<file path="src/rtl/drr_pkg.sv">
package drr_pkg;
    typedef enum logic [1:0] {
        SL_IDLE   = 2'd0,
        SL_WAIT   = 2'd1,
        SL_FLIGHT = 2'd2,
        SL_HOLD   = 2'd3
    } slot_state_e;
endpackage

</file>
<file path="src/rtl/drr_pick.sv">
module drr_pick #(
    parameter int N  = 2,
    parameter int KW = 32,
    parameter int IW = 1
) (
    input  logic [N-1:0]         cand,
    input  logic [N-1:0][KW-1:0] key,
    output logic                 any,
    output logic [IW-1:0]        idx
);
    logic [KW-1:0] best;

    always_comb begin
        any  = 1'b0;
        idx  = '0;
        best = '0;
        for (int i = 0; i < N; i++) begin
            if (cand[i] && (!any || key[i] < best)) begin
                any  = 1'b1;
                best = key[i];
                idx  = IW'(i);
            end
        end
    end
endmodule

</file>
<file path="src/rtl/drr_slot.sv">
module drr_slot
    import drr_pkg::*;
#(
    parameter int TIME_W   = 32,
    parameter int SLOT_ID  = 0,
    parameter int N_DOM    = 2,
    parameter int B_GAP    = 6,
    parameter int D_INIT   = 160,
    parameter int D_MIN    = 16,
    parameter int D_MAX    = 320,
    parameter int D_STEP   = 8,
    parameter int Q_STEP   = 32,
    parameter int Q_CNT    = 4,
    parameter int VIOL_MAX = 4,
    parameter int PERIOD   = 1000,
    parameter int TH_LO    = 0,
    parameter int TH_HI    = 3,
    parameter int T_TURN   = 43
) (
    input  logic              clk,
    input  logic              rst_n,
    input  logic [TIME_W-1:0] now,
    input  logic              req_hit,
    input  logic              take_hit,
    input  logic              cpl_hit,
    input  logic              rel_hit,
    output logic              wait_v,
    output logic [TIME_W-1:0] ei_o,
    output logic              hold_v,
    output logic [TIME_W-1:0] rel_t_o
);
    localparam int CW = $clog2(VIOL_MAX + 2);
    localparam int PW = $clog2(PERIOD + 1);
    localparam logic [TIME_W-1:0] B_T    = TIME_W'(B_GAP);
    localparam logic [TIME_W-1:0] DINI_T = TIME_W'(D_INIT);
    localparam logic [TIME_W-1:0] DMIN_T = TIME_W'(D_MIN);
    localparam logic [TIME_W-1:0] DMAX_T = TIME_W'(D_MAX);
    localparam logic [TIME_W-1:0] DSTP_T = TIME_W'(D_STEP);
    localparam logic [TIME_W-1:0] WBASE  = TIME_W'(SLOT_ID * T_TURN + T_TURN);
    localparam logic [TIME_W-1:0] WROUND = TIME_W'(T_TURN * N_DOM);
    localparam logic [CW-1:0]     VMAX_C = CW'(VIOL_MAX);
    localparam logic [CW-1:0]     TLO_C  = CW'(TH_LO);
    localparam logic [CW-1:0]     THI_C  = CW'(TH_HI);
    localparam logic [PW-1:0]     PLAST  = PW'(PERIOD - 1);

    slot_state_e state_q, state_d;

    logic [TIME_W-1:0] ei_q, er_q, rel_q, worst_q, last_q, d_q, idx_q;
    logic              have_q;
    logic [CW-1:0]     viol_q;
    logic [PW-1:0]     per_q;

    logic [TIME_W-1:0] ei_cand, ei_new, worst_rel, rel_calc, d_tuned;
    logic              late, exhausted, viol_inc, per_end;
    logic [CW-1:0]     v_tot;

    // expected issue time of an arriving request
    assign ei_cand = last_q + B_T;
    assign ei_new  = (have_q && ei_cand > now) ? ei_cand : now;

    // release time of a completion arriving now
    assign worst_rel = (worst_q > now) ? worst_q : now;
    assign late      = now > er_q;
    assign exhausted = viol_q >= VMAX_C;
    assign viol_inc  = late && !exhausted;
    assign per_end   = per_q == PLAST;
    assign v_tot     = viol_q + (viol_inc ? CW'(1) : CW'(0));

    always_comb begin
        rel_calc = er_q;
        if (exhausted) begin
            rel_calc = worst_rel;
        end else if (late) begin
            rel_calc = worst_rel;
            for (int k = Q_CNT - 2; k >= 0; k--) begin
                if (er_q + TIME_W'((k + 1) * Q_STEP) >= now)
                    rel_calc = er_q + TIME_W'((k + 1) * Q_STEP);
            end
        end
    end

    // delay tuning at a period end, clamped
    always_comb begin
        d_tuned = d_q;
        if (v_tot <= TLO_C)
            d_tuned = (d_q >= DMIN_T + DSTP_T) ? d_q - DSTP_T : DMIN_T;
        else if (v_tot >= THI_C)
            d_tuned = (d_q + DSTP_T <= DMAX_T) ? d_q + DSTP_T : DMAX_T;
    end

    // state register
    always_ff @(posedge clk) begin
        if (!rst_n) state_q <= SL_IDLE;
        else        state_q <= state_d;
    end

    // transitions: accept, issue, complete, release
    always_comb begin
        state_d = state_q;
        unique case (state_q)
            SL_IDLE:   if (req_hit)  state_d = SL_WAIT;
            SL_WAIT:   if (take_hit) state_d = SL_FLIGHT;
            SL_FLIGHT: if (cpl_hit)  state_d = SL_HOLD;
            SL_HOLD:   if (rel_hit)  state_d = SL_IDLE;
        endcase
    end

    // timing and budget registers
    always_ff @(posedge clk) begin
        if (!rst_n) begin
            ei_q    <= '0;
            er_q    <= '0;
            rel_q   <= '0;
            worst_q <= '0;
            last_q  <= '0;
            idx_q   <= '0;
            have_q  <= 1'b0;
            d_q     <= DINI_T;
            viol_q  <= '0;
            per_q   <= '0;
        end else begin
            unique case (state_q)
                SL_IDLE: if (req_hit) begin
                    ei_q    <= ei_new;
                    er_q    <= ei_new + d_q;
                    worst_q <= WBASE + idx_q * WROUND;
                    idx_q   <= idx_q + 1'b1;
                    last_q  <= ei_new;
                    have_q  <= 1'b1;
                end
                SL_FLIGHT: if (cpl_hit) begin
                    rel_q <= rel_calc;
                    if (per_end) begin
                        per_q  <= '0;
                        viol_q <= '0;
                        d_q    <= d_tuned;
                    end else begin
                        per_q  <= per_q + 1'b1;
                        viol_q <= v_tot;
                    end
                end
                default: ;
            endcase
        end
    end

    // outputs
    always_comb begin
        wait_v  = state_q == SL_WAIT;
        hold_v  = state_q == SL_HOLD;
        ei_o    = ei_q;
        rel_t_o = rel_q;
    end


    d_clamp_chk: assert property (@(posedge clk) disable iff (!rst_n)
        d_q >= DMIN_T || d_q == DINI_T);

    d_ceiling_chk: assert property (@(posedge clk) disable iff (!rst_n)
        d_q <= DMAX_T || d_q == DINI_T);

    viol_cap_chk: assert property (@(posedge clk) disable iff (!rst_n)
        viol_q <= VMAX_C);

    no_early_release_chk: assert property (@(posedge clk) disable iff (!rst_n)
        rel_hit |-> (state_q == SL_HOLD && now >= rel_q));

    ei_spacing_chk: assert property (@(posedge clk) disable iff (!rst_n)
        (state_q == SL_IDLE && req_hit && have_q) |=> ei_q >= $past(last_q) + B_T);

    period_reset_chk: assert property (@(posedge clk) disable iff (!rst_n)
        (state_q == SL_FLIGHT && cpl_hit && per_end) |=> viol_q == '0);
endmodule

</file>
<file path="src/rtl/deadline_release_unit.sv">
module deadline_release_unit #(
    parameter int TIME_W   = 32,
    parameter int N_DOM    = 2,
    parameter int B_GAP    = 6,
    parameter int D_INIT   = 160,
    parameter int D_MIN    = 16,
    parameter int D_MAX    = 320,
    parameter int D_STEP   = 8,
    parameter int Q_STEP   = 32,
    parameter int Q_CNT    = 4,
    parameter int VIOL_MAX = 4,
    parameter int PERIOD   = 1000,
    parameter int TH_LO    = 0,
    parameter int TH_HI    = 3,
    parameter int T_TURN   = 43,
    localparam int DOM_W   = (N_DOM > 1) ? $clog2(N_DOM) : 1
) (
    input  logic              clk,
    input  logic              rst_n,
    input  logic              req_valid,
    input  logic [DOM_W-1:0]  req_dom,
    input  logic              issue_take,
    input  logic              cpl_valid,
    input  logic [DOM_W-1:0]  cpl_dom,
    output logic              win_valid,
    output logic [DOM_W-1:0]  win_dom,
    output logic [TIME_W-1:0] win_ei,
    output logic              rel_valid,
    output logic [DOM_W-1:0]  rel_dom
);
    logic [TIME_W-1:0] now_q;
    logic [N_DOM-1:0]             wait_v, hold_v, due_v;
    logic [N_DOM-1:0][TIME_W-1:0] ei_v, rel_t;

    always_ff @(posedge clk) begin
        if (!rst_n) now_q <= '0;
        else        now_q <= now_q + 1'b1;
    end

    for (genvar s = 0; s < N_DOM; s++) begin : g_slot
        drr_slot #(
            .TIME_W(TIME_W), .SLOT_ID(s), .N_DOM(N_DOM), .B_GAP(B_GAP),
            .D_INIT(D_INIT), .D_MIN(D_MIN), .D_MAX(D_MAX), .D_STEP(D_STEP),
            .Q_STEP(Q_STEP), .Q_CNT(Q_CNT), .VIOL_MAX(VIOL_MAX),
            .PERIOD(PERIOD), .TH_LO(TH_LO), .TH_HI(TH_HI), .T_TURN(T_TURN)
        ) u_slot (
            .clk     (clk),
            .rst_n   (rst_n),
            .now     (now_q),
            .req_hit (req_valid && req_dom == DOM_W'(s)),
            .take_hit(issue_take && win_valid && win_dom == DOM_W'(s)),
            .cpl_hit (cpl_valid && cpl_dom == DOM_W'(s)),
            .rel_hit (rel_valid && rel_dom == DOM_W'(s)),
            .wait_v  (wait_v[s]),
            .ei_o    (ei_v[s]),
            .hold_v  (hold_v[s]),
            .rel_t_o (rel_t[s])
        );
        assign due_v[s] = hold_v[s] && rel_t[s] <= now_q;
    end

    drr_pick #(.N(N_DOM), .KW(TIME_W), .IW(DOM_W)) u_win (
        .cand(wait_v), .key(ei_v), .any(win_valid), .idx(win_dom)
    );

    drr_pick #(.N(N_DOM), .KW(TIME_W), .IW(DOM_W)) u_rel (
        .cand(due_v), .key(rel_t), .any(rel_valid), .idx(rel_dom)
    );

    assign win_ei = ei_v[win_dom];


    win_waiting_chk: assert property (@(posedge clk) disable iff (!rst_n)
        win_valid |-> wait_v[win_dom]);

    rel_single_chk: assert property (@(posedge clk) disable iff (!rst_n)
        rel_valid |-> (hold_v[rel_dom] && $countones(due_v) >= 1));

    reset_quiet_chk: assert property (@(posedge clk)
        !rst_n |=> (!win_valid && !rel_valid));
endmodule

</file>
<file path="config.mk">
export PLATFORM = sky130hd
export DESIGN_NAME = deadline_release_unit
export DESIGN_NICKNAME = d
export VERILOG_FILES = /design/src/rtl/drr_pkg.sv /design/src/rtl/drr_pick.sv /design/src/rtl/drr_slot.sv /design/src/rtl/deadline_release_unit.sv
export SDC_FILE = /design/constraint.sdc
export NUM_CORES = 2
export LEC_CHECK = 0
export CAP_MARGIN = 15
export CORE_MARGIN = 1.5
export CORE_UTILIZATION = 65
export CTS_BUF_LIST = sky130_fd_sc_hd__clkbuf_2
export DETAILED_ROUTE_END_ITERATION = 8
export DONT_BUFFER_PORTS = 1
export HOLD_SLACK_MARGIN = 0.12
export PLACE_DENSITY = 0.86
export RECOVER_POWER = 50
export SLEW_MARGIN = 5
export SYNTH_ARGS = -nofsm -noshare
export SYNTH_HDL_FRONTEND = slang
export SYNTH_SLANG_ARGS = --single-unit
</file>
<file path="constraint.sdc">
create_clock -name clk -period 20.3 [get_ports clk]
set_clock_uncertainty 0.15 [all_clocks]
set_input_delay 2.03 -clock clk [delete_from_list [all_inputs] [get_ports clk]]
set_output_delay 2.03 -clock clk [all_outputs]
set_load 0.1 [all_outputs]
</file>
Word-level counts from Yosys, hierarchy flattened
Index checks and enable logic that the tools add are counted.
{"block": "totals", "reg_bits": 448, "latch_bits": 0, "mem_bits_rw": 0, "rom_bits": 0, "in_bits": 7, "out_inout_bits": 36, "wordCells": 176, "memories": 0}
{"block": "classes", "add_sub_neg": 23, "multipliers": 2, "div": 0, "order_cmp": 27, "eq_ne": 16, "shift": 0, "mux": 48, "bitwise_logic": 4, "reduce_logical": 35}
{"operator": "32-bit two-way mux", "count": 26}
{"operator": "32-bit >= comparator", "count": 6}
{"operator": "32-bit greater-than comparator", "count": 6}
{"operator": "32-bit by 7-bit adder with 32-bit output (second input constant)", "count": 4}
{"operator": "32-bit by 1-bit adder with 32-bit output (second input constant)", "count": 3}
{"operator": "32-bit by 3-bit adder with 32-bit output (second input constant)", "count": 2}
{"operator": "32-bit adder", "count": 2}
{"operator": "32-bit by 4-bit adder with 32-bit output (second input constant)", "count": 2}
{"operator": "32-bit by 6-bit adder with 32-bit output (second input constant)", "count": 2}
{"operator": "32-bit by 5-bit >= comparator with 1-bit output (second input constant)", "count": 2}
{"operator": "32-bit <= comparator", "count": 2}
{"operator": "32-bit by 9-bit <= comparator with 1-bit output (second input constant)", "count": 2}
{"operator": "32-bit < comparator", "count": 2}
{"operator": "32-bit by 6-bit multiplier with 31-bit output (second input constant)", "count": 2}
{"operator": "32-bit by 4-bit subtractor with 32-bit output (second input constant)", "count": 2}
{"operator": "6-bit by 32-bit adder with 32-bit output (first input constant)", "count": 1}
{"operator": "7-bit by 32-bit adder with 32-bit output (first input constant)", "count": 1}
{"operator": "10-bit by 1-bit adder with 10-bit output (second input constant)", "count": 2}
{"operator": "10-bit == test (second input constant)", "count": 2}
{"operator": "10-bit two-way mux", "count": 2}
{"operator": "1-bit logical AND", "count": 17}
{"operator": "2-bit two-way mux", "count": 8}
{"operator": "2-bit by 1-bit inequality test with 1-bit output (second input constant)", "count": 8}
{"operator": "2-bit one-hot mux with 4 select lines", "count": 2}
{"operator": "16 further kinds", "count": 47}

Longest topological paths before layout
{"block": "depth", "ltp_word": 11, "mapped_depth": 34, "ltp_nobuf": 30}

Cells and area by module
A second synthesis with hierarchy kept.
{"block": "hier_totals", "cells_unflattened": 6466, "hier_area_um2": 49383.6}
{"module": "drr_slot at g_slot[1].u_slot", "instances": 1, "cells_each": 2934, "area_per_inst_um2": 22391.5, "seq_area_each_um2": 4023.9}
{"module": "drr_slot at g_slot[0].u_slot", "instances": 1, "cells_each": 2889, "area_per_inst_um2": 21962.3, "seq_area_each_um2": 4023.9}
{"module": "deadline_release_unit", "instances": 1, "cells_each": 403, "area_per_inst_um2": 3418.3, "seq_area_each_um2": 640.6}
{"module": "drr_pick", "instances": 2, "cells_each": 120, "area_per_inst_um2": 805.8, "seq_area_each_um2": 0.0}

Worst setup path before layout
Ideal clock, no wire load.
{"block": "synth_path", "path_type": "register -> output", "startpoint": "reg now_q[17]", "endpoint": "out rel_dom", "arrival_time_ns": 5.341, "required_time_ns": 18.120, "slack_ns": 12.779, "stages_incl_launch_ff": 24, "n_path_buf": 1, "path_cell_list": "dfxtp_1 > inv_1 > ha_1 > a21o_1 > a21o_1 > a21oi_1 > o21ai_0 > a221oi_1 > or2_2 > a31oi_1 > nor2_1 > clkbuf_1 > nand2_1 > ha_1 > a21o_1 > a21o_1 > a21o_1 > a21o_1 > a21o_1 > a21oi_1 > o21ai_0 > nor2_1 > a21boi_0 > nor2_1"}
{"block": "synth_via", "elab_chain_cells": 7, "word_cells_on_any_way": 11, "classes_between": "order compare: 3; mux: 3; reduce/logical: 5"}
{"item": "start: declaration", "line_no": "deadline_release_unit.sv:31", "text": "logic [TIME_W-1:0] now_q;"}
{"item": "start signal: assignment", "line_no": "deadline_release_unit.sv:37", "text": "else now_q <= now_q + 1'b1;"}
{"item": "32-bit <= comparator", "line_no": "deadline_release_unit.sv:59", "text": "assign due_v[s] = hold_v[s] && rel_t[s] <= now_q;"}
{"item": "1-bit logical AND", "line_no": "deadline_release_unit.sv:59"}
{"item": "32-bit two-way mux or 1-bit two-way mux (tied branches)", "line_no": "drr_pick.sv:18", "text": "if (cand[i] && (!any || key[i] < best)) begin"}
{"item": "32-bit < comparator or 1-bit zero test (tied branches)", "line_no": "drr_pick.sv:18"}
{"item": "1-bit logical OR", "line_no": "drr_pick.sv:18"}
{"item": "1-bit logical AND (*)", "line_no": "drr_pick.sv:18"}
{"item": "1-bit two-way mux (*)", "line_no": "drr_pick.sv:18"}
{"item": "end: declaration", "line_no": "deadline_release_unit.sv:29", "text": "output logic [DOM_W-1:0] rel_dom"}
Mark *: on every way between the ends. The rest lies on a longest branch, timed or not.

Final worst setup path
{"block": "layout_path", "startpoint": "reg now_q[2]", "endpoint": "out rel_dom"}
Same word-level chain as after synthesis.

==> out/results.ini <==
[clock_tree]
worstSkewPairLatency_ns = 1.34
cts_buffer_depth = 3
cts_setup_buffers = 0
cts_tree = done
clkSinkCount = 434
clkTransAtPathRegs_ns = 0.10
cts-root-buf = clkbuf_2
cts_resized = 0
cts_buffers = 121
htree_levels = 3
cts_hold_buf = 0

[place]
placed_area_um2 = 49010
dpl.hpwl_um = 131000
port_buffers = 0
finalWeightedCongestion = 1.068
dpl.cell_count = 7047

[floorplan]
die_area_um2 = 75760
start_util_pct = 65.81
ioPinCount = 43
core-area_um2 = 73210
die_h_um = 275.3
rows = 99
fp.dieW_um = 275.3

[logic_synthesis]
synth_commonest_cells = ha_1, nand2_1, nor2_1, a21oi_1, inv_1
synth.largest_area_cell = ha_1
synth-edff-count = 0
synthesis.area_um2 = 48180
netlist-cell-type-count = 110
synth_top_area_share_pct = 19.40
synth_seq_area_share_pct = 18.03
synth_ff_type = dfxtp_1
async_flop_share_pct = 0
synth_most_common_cell = ha_1
yosys_warnings = 0
synthTopCellsByArea = ha_1, dfxtp_1, xnor2_1, nand2_1, a21oi_1
synth_area_per_cell_um2 = 7.662
ys_seq_elements = 434
synthCells = 6288

[setup_path]
worstPathRequired_ns = 18.12
crit_type = flop to output port
cp-start-kind = flop
regToRegSetupSlack_ns = 11.73
worst_r2r_endpoint = g_slot[0].u_slot.er_q[31]
crit_arrival_ns = 6.71
end_kind = output port
r2r_start = g_slot[0].u_slot.ei_o[1]
r2r_cells = 30
cp_max_fo = 32

[global_routing]
grt_max_degree = 160
antenna_found_initial = 12
grt_pass1_vias = 44921
grt_overflow_total = 0
globalRouteTotalUtil_pct = 44.42
grt_pass1_wl_um = 259300

[drt]
wl_um = 171600
drtIter0Drc = 5739
post_drt_wl_per_cell_um = 23.60
drtPass1Iterations = 9
vias = 48185
routed_via_density = 6.628
drc_errors = 2
ant_nets = 0

[outcome]
violations = design-rule violations, max-capacitance violations, max-slew violations
run_status = finished, violations left

[timing]
fmax_mhz = 112.5
finalCritPeriodShare_pct = 43.78
min_period_ns = 8.887
tns_ns = 0
hold_viol_final = 0
finalMaxSlewViolations = 377
tightestPinTransition_ns = 5.909
finalSetupViolCount = 0
rsz0062_at_grt = false
maxSlewHeadroom_pct = -296.1

[flow_run]
drv_cap = 6

[worst_hold_path]
holdPathStages = 2
hp-start = g_slot[0].u_slot.viol_q[0]
holdPathEnd = g_slot[0].u_slot.viol_q[0]
min_path_type = flop to flop

[cells_and_area]
nets = 7068
area.growth.synth_to_final_pct = 3.891
stdcell_count = 7270
drive_gt1_share_pct = 6.317
fillerInstances = 6238
fin_area_um2 = 50050

[power_and_ir_drop]
vdd_drop_max_mv = 0.1575
total_power_mw = 4.143
p_leak_nw = 22.29
powerDensity_nw_per_um2 = 82.77

-- sequential cells by signal, indices dropped and copies added (netlist names) --
signal                 flops
g_slot.u_slot.rel_t_o     64
g_slot.u_slot.ei_o        63
g_slot.u_slot.er_q        63
g_slot.u_slot.idx_q       62
g_slot.u_slot.worst_q     61
g_slot.u_slot.d_q         58
now_q                     32
g_slot.u_slot.per_q       20
g_slot.u_slot.viol_q       6
g_slot.u_slot.state_q      4
g_slot.u_slot.have_q       1
-- per-layer routing --
layer	track usage (%)	up-vias	share of wire, %
li1	-	22244	-
met1	54.50	22249	38
met2	65.90	2887	41
met3	15.51	783	13
met4	28.90	22	7.4
met5	0	-	0.15
-- area by class of cell --
class / instances / area, um2 / area share, %
inverters: 460 / 1728 / 3.452
clock inverters: 47 / 221.5 / 0.4425
well taps: 959 / 1200 / 2.397
clock buffers: 164 / 820.8 / 1.640
multi-input cells: 5108 / 36740 / 73.40
repair buffers: 87 / 626.9 / 1.252
diodes: 11 / 27.53 / 0.05500
flip-flops and latches: 434 / 8688 / 17.36
-- kinds of logic (layout without fill, tap and decap cells) --
group           Yosys count  count (layout)  synth area share, %
flops                   434             434                18.03
fa+ha+maj               849             849                23.64
buf+inv                 747             758                5.945
other cells               1              13             0.007784
xor+xnor                515             515                9.446
compound gates         1524            1524                19.98
simple gates           2098            2098                20.31
mux                     120             120                2.639
-- worst max-delay path, stage by stage (launching register included) --
cell      delay, ns
dfxtp_1        0.73
inv_1          0.39
ha_1           0.40
o21a_1         0.10
o21ai_0        0.18
a21oi_1        0.14
o31a_1         0.28
o21ai_0        0.15
a31oi_1        0.21
nor2_2         0.13
buf_4          0.33
nand2_1        0.10
ha_1           0.30
a21o_1         0.18
a21o_1         0.17
a21o_1         0.16
a21oi_1        0.13
o21ai_0        0.14
o21ai_0        0.29
nor2_1         0.08
o41ai_1        0.09
a21boi_0       0.22
nor2_2         0.17
buf_4          0.34
-- worst max path at each step --
stage / from / to / slack, ns / cells after the start
2_1_floorplan: now_q[17] / rel_dom / 12.78 / 23
3_3_place_gp: g_slot[0].u_slot.ei_o[1] / g_slot[0].u_slot.er_q[31] / 12.43 / 29
3_5_place_dp: g_slot[0].u_slot.ei_o[1] / g_slot[0].u_slot.er_q[31] / 12.16 / 30
4_1_cts: now_q[2] / rel_dom / 11.53 / 23
5_1_grt: rst_n / g_slot[0].u_slot.rel_t_o[20] / 10.96 / 5
6_report: now_q[2] / rel_dom / 11.41 / 23
-- stage by stage --
| stage | hold WS, ns | setup WS, ns | utilization [%] |
|---|---|---|---|
| finish | 0.3187 | 11.41 | 68.37 |
| global route | 0.3405 | 10.96 | 68.34 |
| CTS | 0.3221 | 11.53 | 68.37 |
| detailed placement | 0.3089 | 12.16 | 66.94 |
| global placement | 0.2970 | 12.43 | 66.94 |
| floorplan | 0.2894 | 12.78 | - |
-- where the power goes --
group          switching (mW)  internal, mW  total [mW]
registers               0.134         0.910        1.04
clock network           0.435         0.228       0.662
logic                    1.66         0.780        2.44
-- cell usage in the layout (no fill, tap or decap), types with 56 or more instances in the layout --
cell type / synthesis / routed
xor2_1: 147 / 147
a21o_1: 196 / 196
nor3_1: 134 / 133
a31oi_1: 61 / 61
xnor2_1: 365 / 365
o211ai_1: 76 / 76
nand3_1: 182 / 181
and3_1: 65 / 64
mux2i_1: 64 / 64
ha_1: 747 / 747
nand4_1: 159 / 159
inv_1: 450 / 449
mux2_2: 56 / 56
a211oi_1: 98 / 98
dfxtp_1: 434 / 434
fa_1: 102 / 102
clkbuf_2: 1 / 164
a21oi_1: 518 / 517
o21ai_0: 297 / 290
nand2_1: 696 / 696
nor2_1: 565 / 560
buf_4: 2 / 78
Note: power is estimated with default switching activity, not from simulation.
